File: config.mk
export PLATFORM = sky130hd
export DESIGN_NAME = absjmp_fetch_seq
export DESIGN_NICKNAME = d
export VERILOG_FILES = /design/src/rtl/absjmp_pkg.sv /design/src/rtl/absjmp_ctrl.sv /design/src/rtl/absjmp_opbuf.sv /design/src/rtl/absjmp_pc_byte.sv /design/src/rtl/absjmp_fetch_seq.sv
export SDC_FILE = /design/constraint.sdc
export NUM_CORES = 1
export LEC_CHECK = 0
export ABC_AREA = 1
export BUFFER_PORTS_ARGS = -buffer_cell sky130_fd_sc_hd__buf_2
export CAP_MARGIN = 20
export CORE_ASPECT_RATIO = 1.2
export CORE_MARGIN = 5
export CORE_UTILIZATION = 55
export DETAILED_ROUTE_END_ITERATION = 10
export PLACE_DENSITY = 0.8
export SYNTH_ARGS = -nofsm -noshare
export SYNTH_HDL_FRONTEND = slang
export SYNTH_SLANG_ARGS = --single-unit
File: constraint.sdc
create_clock -name clk -period 1.79 [get_ports clk]
set_input_delay 0.0895 -clock clk [delete_from_list [all_inputs] [get_ports clk]]
set_output_delay 0.0895 -clock clk [all_outputs]
set_load 0.005 [all_outputs]
File: src/rtl/absjmp_pkg.sv
package absjmp_pkg;

  typedef enum logic [1:0] {
    ST_OPC = 2'd0,
    ST_ADL = 2'd1,
    ST_ADH = 2'd2
  } fetch_state_e;

  localparam int NUM_HALVES = 2;

endpackage

File: src/rtl/absjmp_ctrl.sv
module absjmp_ctrl
  import absjmp_pkg::*;
(
  input  logic         clk,
  input  logic         rst,
  input  logic         opc_is_jump,
  output fetch_state_e state,
  output logic         sync
);

  fetch_state_e nxt;

  always_comb begin
    nxt = ST_OPC;
    unique case (state)
      ST_OPC:  nxt = opc_is_jump ? ST_ADL : ST_OPC;
      ST_ADL:  nxt = ST_ADH;
      ST_ADH:  nxt = ST_OPC;
      default: nxt = ST_OPC;
    endcase
  end

  always_ff @(posedge clk) begin
    if (rst) begin
      state <= ST_OPC;
      sync  <= 1'b1;
    end else begin
      state <= nxt;
      sync  <= (nxt == ST_OPC);
    end
  end

  assert_adl_to_adh_R4: assert property (@(posedge clk) disable iff (rst)
    (state == ST_ADL) |=> (state == ST_ADH));

  assert_adh_to_opc_R6: assert property (@(posedge clk) disable iff (rst)
    (state == ST_ADH) |=> (state == ST_OPC && sync));

endmodule

File: src/rtl/absjmp_opbuf.sv
module absjmp_opbuf #(
  parameter int DATA_W = 8
) (
  input  logic              clk,
  input  logic              rst,
  input  logic              capture,
  input  logic [DATA_W-1:0] din,
  output logic [DATA_W-1:0] dout
);

  always_ff @(posedge clk) begin
    if (rst)          dout <= '0;
    else if (capture) dout <= din;
  end

  assert_buf_hold_R5: assert property (@(posedge clk) disable iff (rst)
    !$past(capture) && !$past(rst) |-> $stable(dout));

  assert_buf_take_R2: assert property (@(posedge clk) disable iff (rst)
    capture |=> (dout == $past(din)));

endmodule

File: src/rtl/absjmp_pc_byte.sv
module absjmp_pc_byte #(
  parameter int              DATA_W    = 8,
  parameter logic [DATA_W-1:0] RESET_VAL = '0
) (
  input  logic              clk,
  input  logic              rst,
  input  logic              cin,
  input  logic              load,
  input  logic [DATA_W-1:0] load_val,
  output logic [DATA_W-1:0] q
);

  always_ff @(posedge clk) begin
    if (rst)       q <= RESET_VAL;
    else if (load) q <= load_val;
    else if (cin)  q <= q + DATA_W'(1);
  end

endmodule

File: src/rtl/absjmp_fetch_seq.sv
module absjmp_fetch_seq
  import absjmp_pkg::*;
#(
  parameter int                  DATA_W     = 8,
  parameter logic [2*DATA_W-1:0] RESET_PC   = 'h0200,
  parameter logic [DATA_W-1:0]   JMP_OPCODE = 'h4C
) (
  input  logic                clk,
  input  logic                rst,
  input  logic [DATA_W-1:0]   mem_rdata,
  output logic [2*DATA_W-1:0] mem_addr,
  output logic                sync,
  output logic [2*DATA_W-1:0] pc
);

  localparam int ADDR_W = NUM_HALVES * DATA_W;

  fetch_state_e      state;
  logic              opc_is_jump;
  logic              step;
  logic              load_pc;
  logic [DATA_W-1:0] buf_q;
  logic [DATA_W-1:0] half_q [NUM_HALVES];

  assign opc_is_jump = (state == ST_OPC) && (mem_rdata == JMP_OPCODE);
  assign step        = (state != ST_ADH);
  assign load_pc     = (state == ST_ADH);

  absjmp_ctrl u_ctrl (
    .clk         (clk),
    .rst         (rst),
    .opc_is_jump (opc_is_jump),
    .state       (state),
    .sync        (sync)
  );

  absjmp_opbuf #(.DATA_W(DATA_W)) u_opbuf (
    .clk     (clk),
    .rst     (rst),
    .capture (state == ST_ADL),
    .din     (mem_rdata),
    .dout    (buf_q)
  );

  for (genvar g = 0; g < NUM_HALVES; g++) begin : g_half
    logic              cin;
    logic [DATA_W-1:0] src;
    if (g == 0) begin : g_lo
      assign cin = step;
      assign src = buf_q;
    end else begin : g_hi
      assign cin = step && (&half_q[0]);
      assign src = mem_rdata;
    end
    absjmp_pc_byte #(
      .DATA_W    (DATA_W),
      .RESET_VAL (RESET_PC[g*DATA_W +: DATA_W])
    ) u_byte (
      .clk      (clk),
      .rst      (rst),
      .cin      (cin),
      .load     (load_pc),
      .load_val (src),
      .q        (half_q[g])
    );
    assign pc[g*DATA_W +: DATA_W] = half_q[g];
  end

  assign mem_addr = pc;

  assert_reset_pc_R1: assert property (@(posedge clk)
    $past(rst) |-> (mem_addr == RESET_PC && sync));

  assert_nop_step_R3: assert property (@(posedge clk) disable iff (rst)
    ($past(state == ST_OPC && mem_rdata != JMP_OPCODE) && !$past(rst))
      |-> (mem_addr == ADDR_W'($past(mem_addr) + ADDR_W'(1)) && sync));

  assert_operand_seq_R4: assert property (@(posedge clk) disable iff (rst)
    (state == ST_ADL || state == ST_ADH)
      |-> (mem_addr == ADDR_W'($past(mem_addr) + ADDR_W'(1)) && !sync));

  assert_jump_quiet_R4: assert property (@(posedge clk) disable iff (rst)
    opc_is_jump |=> !sync);

  assert_target_R6: assert property (@(posedge clk) disable iff (rst)
    ($past(state == ST_ADH) && !$past(rst))
      |-> (mem_addr == {$past(mem_rdata), $past(buf_q)}));

endmodule

Word-level counts from Yosys, hierarchy flattened:

Index checks and enable logic that the tools add are counted.

* flip-flop bits (word level): 27
* bits in latches: 0
* RAM bits: 0
* memory bits (read-only): 0
* bits of input ports: 10
* output and inout port bits: 33
* memories kept: 0

* add/sub/neg operators: 2
* multiply operators: 0
* div/mod/pow operators: 0
* magnitude comparators: 0
* eq/ne operators: 4
* shift-type cells: 0
* mux-type cells: 6
* bitwise logic cells: 0
* reductions and logical operators: 7

Operators with widths (number)
* $mux 8: 4
* $add 8x1->8 const B: 2
* $eq 8x7->1 const B: 1
* $reduce_and 8->1: 1
* $logic_not 2->1: 2
* $pmux 2 s2: 1
* $reduce_bool 2->1: 2
* $eq 2x1->1 const B: 1
* $eq 2x2->1 const B: 1
* $logic_and 1x1->1: 2
* $ne 2x2->1 const B: 1
* $mux 1: 1

Logic depth before layout (Yosys ltp):

* depth in word-level cells: 5
* gate-level depth with buffers: 9
* mapped depth without buffers: 9

By module:

Synthesis repeated with hierarchy kept, for this count alone.

* cell total of the unflattened synthesis: 236
* area total of the unflattened synthesis: 1615.3 µm²

Modules (own cells, without submodules)
* absjmp_pc_byte at g_half[0].u_byte: instances 1, cells an instance 70, area each 489.2 µm², sequential area each 160.2 µm²
* absjmp_pc_byte at g_half[1].u_byte: instances 1, cells an instance 68, area each 483.0 µm², sequential area each 160.2 µm²
* absjmp_opbuf: instances 1, cells an instance 51, area each 341.6 µm², sequential area each 160.2 µm²
* absjmp_fetch_seq: instances 1, cells an instance 35, area each 206.4 µm², sequential area each 0.0 µm²
* absjmp_ctrl: instances 1, cells an instance 12, area each 95.1 µm², sequential area each 60.1 µm²

Worst setup path before layout:

OpenSTA, ideal clock, no wires.

* path kind: flip-flop to flip-flop
* start point: reg g_half[0].u_byte.q[0]
* end point: reg g_half[1].u_byte.q[3]
* arrival time: 1134 ps
* required time: 1679 ps
* path slack: 544 ps
* cell stages (with the launch flop): 9
* path buffers: 0
* period minus slack after synthesis: 1246 ps
* cells stage by stage: dfxtp_1 ha_1 nand2_2 nor2_2 nand2_2 nand2_4 o21ai_1 nor2_1 nor2_1

* longest elaborated chain between the ends: 3

Ends and longest elaborated chain
* start: declaration: RTL line absjmp_pc_byte.sv:10 `output logic [DATA_W-1:0] q`
* start signal: assignment: RTL line absjmp_pc_byte.sv:15 `else if (load) q <= load_val;`
* start signal: assignment: RTL line absjmp_pc_byte.sv:16 `else if (cin) q <= q + DATA_W'(1);`
* $reduce_and 8->1: RTL line absjmp_fetch_seq.sv:52 `assign cin = step && (&half_q[0]);`
* $logic_and 1x1->1: RTL line absjmp_fetch_seq.sv:52
* $reduce_bool 2->1 (no source line)
* end signal: assignment: RTL line absjmp_pc_byte.sv:15
* end signal: assignment: RTL line absjmp_pc_byte.sv:16
* end: declaration: RTL line absjmp_pc_byte.sv:10

No other way between the ends.
A chain may end at the register's enable or synchronous reset.

Worst setup path after layout:

Same ends and word-level chain as after synthesis.

==> results.yml <==
timing:
  relSlewSlack_pct: 77.84
  setup_violations: 0
  finalMaxSlewViolations: 0
  fin_tns_setup_ps: 0
  final_hold_viol_count: 0
  final.setup_skew_ps: 5.868
  min_period_ps: 1381
  final.period_utilization_pct: 77.13
  rsz0062_at_grt: "no"
  holdWs_ps: 14.75
  max_freq_mhz: 724.3
  worst_pin_slew_ps: 329.4
setup_path:
  worst-path-buf-inv: 0
  r2r-end: "g_half[1].u_byte.q[3]"
  crit_fanout: 5
  setup.worst_path.class: "register to register"
  required_ps: 2030
  cp_top_family: "simple AND/OR/NAND/NOR gates"
  r2r_cells: 8
  critPathLaunchType: "register"
  cp-end-kind: "register"
  r2r-start: "g_half[0].u_byte.q[0]"
  cp.arrival_ps: 1630
  crit_slowest_cell: "dfxtp_1"
  slowest_delay_ps: 420
  worstPathCellList: "ha_1, nand2_2, nor2_2, nand2_2, nand2_4, o21ai_1, nor2_1, nor2_1"
  reg2reg_slack_ps: 410
route:
  wl_per_cell_um: 12.07
  final_antenna_net_count: 0
  drt_iter0_drc: 43
  via_per_inst: 5.030
  drt_pass1_iterations: 4
  drc: 0
  vias: 1353
  drt_wl_total_um: 3246
logic_synthesis:
  yosysTopAreaCellShare_pct: 36.24
  yosysMostFrequentCell: "nand2_1"
  synth-edff-count: 0
  yosys_warnings: 0
  synthCells: 207
  synth.avg_cell_area_um2: 7.205
  ys_seq_area_share_pct: 36.24
  ys_top_cells_by_area: "dfxtp_1 36%, buf_4 9.6%, nand2_1 7.0%"
  synth_common_cells: "28 x nand2_1, 27 x dfxtp_1, 25 x inv_1"
  synthFlopType: "dfxtp_1"
  syn_area_um2: 1491
  syn_nets: 219
  ys_ff_latch: 27
  synth_cell_types: 25
  synth_area_leader_cell: "dfxtp_1"
  synth-async-reset-ratio_pct: 0
run_status:
  status: "finished, final reports clean"
place:
  gp_congestion: 0.8300
  dp_hpwl_um: 2558
  port_buffers: 42
global_routing:
  grt_max_degree: 16
  grt_overflow_total: 0
  first_global_vias: 1314
  globalRouteTotalUtil_pct: 18.93
  grt_pass1_wl_um: 5671
  antenna_found_initial: 0
power:
  p_leak_nw: 0.8579
  p_per_area_nw_per_um2: 574.6
  max-vdd-ir-drop_uv: 496.6
worst_hold_path:
  holdPathStages: 2
  min-delay-start: "rst"
  hp-class: "input pin to register"
  min_to: "g_half[1].u_byte.q[7]"
cts:
  cts_inserted_buffers: 3
  clock_sinks: 27
  clockBufferDepth: 2
  cts_resized: 0
  path_clk_slew_ps: 150
  h-tree-depth: 1
  clkLatencyLatePin_ps: 330
  cts_hold_buf: 2
  post-cts-setup-buffers: 0
  cts-root-buf: "clkbuf_4"
  cts_tree: "done"
run:
  cap_violations: 0
final_layout:
  drive_gt1_share_pct: 27.97
  diodes: 0
  areaGrowthSynthToFinish_pct: 10.99
  nNetsFinal: 249
floorplanning:
  dieArea_um2: 3857
  start_util_pct: 57.86
  fp.dieH_um: 67.05
  die_x_um: 57.54
  coreArea_um2: 2577
  io_pins: 43
  rows: 20
[layer usage]
metal / track usage, % / vias up / part of all wire, %
li1: - / 702 / -
met1: 23.36 / 609 / 44
met2: 31.64 / 37 / 48
met3: 3.488 / 5 / 5.8
met4: 8.406 / 0 / 1.6
met5: 0 / - / 0
[kinds of logic (layout without fill, tap and decap cells)]
group	count (synthesis)	after routing	share of synthesized area [%]
AOI/OAI and AO/OA	39	39	14.26
xor gates and xnor gates	6	6	3.523
adders and majority gates	2	2	1.678
buffers and inverters	51	80	17.87
DFF	27	27	36.24
and+or+nand+nor	82	82	26.43
[registers in the layout, indices dropped and copies added (netlist names)]
name and cells:
g_half.u_byte.q 16, u_ctrl.sync 1, u_ctrl.state 2, u_opbuf.dout 8
[power breakdown]
group | switching [mW] | leakage, nW | internal (mW)
combinational | 0.0358 | 0.622 | 0.0316
sequential | 0.00690 | 0.218 | 0.608
clock | 0.185 | 0.0177 | 0.0840
[how the worst max path moves through the flow]
| stage | startpoint | endpoint | slack, ps | cells past startpoint |
|---|---|---|---|---|
| 6_report | g_half[0].u_byte.q[0] | g_half[1].u_byte.q[3] | 410 | 8 |
| 4_1_cts | g_half[0].u_byte.q[0] | g_half[1].u_byte.q[4] | 400 | 8 |
| 3_3_place_gp | g_half[0].u_byte.q[0] | g_half[1].u_byte.q[3] | 490 | 8 |
| 3_5_place_dp | g_half[0].u_byte.q[0] | g_half[1].u_byte.q[4] | 420 | 8 |
| 5_1_grt | g_half[0].u_byte.q[0] | g_half[1].u_byte.q[3] | 210 | 7 |
| 2_1_floorplan | g_half[0].u_byte.q[0] | g_half[1].u_byte.q[3] | 540 | 8 |
[placed cells by master, fill, tap and decap left out, drive strengths merged]
master       Yosys  routed
a21oi           10      10
buf             22      45
clkbuf           0       3
clkinv           0       1
dfxtp           27      27
dlygate4sd3      0       2
ha               2       2
inv             29      29
nand2           32      32
nand3           16      16
nand4            2       2
nor2            30      30
nor3b            1       1
nor4             1       1
o2111ai          1       1
o21ai           22      22
o21bai           5       5
o22ai            1       1
xnor2            2       2
xor2             4       4
[area by class of cell]
class,instances,area (um2)
repair buffers,47,252.7
multi-input cells,129,684.4
clock buffers,3,22.52
inverters,29,108.9
flip-flops and latches,27,540.5
fillers,271,922.1
clock inverters,1,5.005
well taps,33,41.29
[through the flow]
step                      instances  instance area [um2]  utilization [%]  setup WS, ps  total power [mW]
final                           269                 1655            64.22         409.3            0.9512
after global routing            269                 1655            64.22         210.0            0.9946
after CTS                       269                 1655            64.22         396.4            0.9557
after detailed placement        263                 1608            62.38         423.2            0.6924
after global placement          263                 1608            62.38         492.4            0.6910
after floorplan                 207                 1491                -         544.2            0.6653
[worst register-to-register path: stages, from the launching register on]
cell and delay, ps:
dfxtp_1 420, ha_1 220, nand2_2 80, nor2_2 140
nand2_2 130, nand2_4 110, o21ai_1 70, nor2_1 90
nor2_1 40
(Power assumes the default switching activity.)
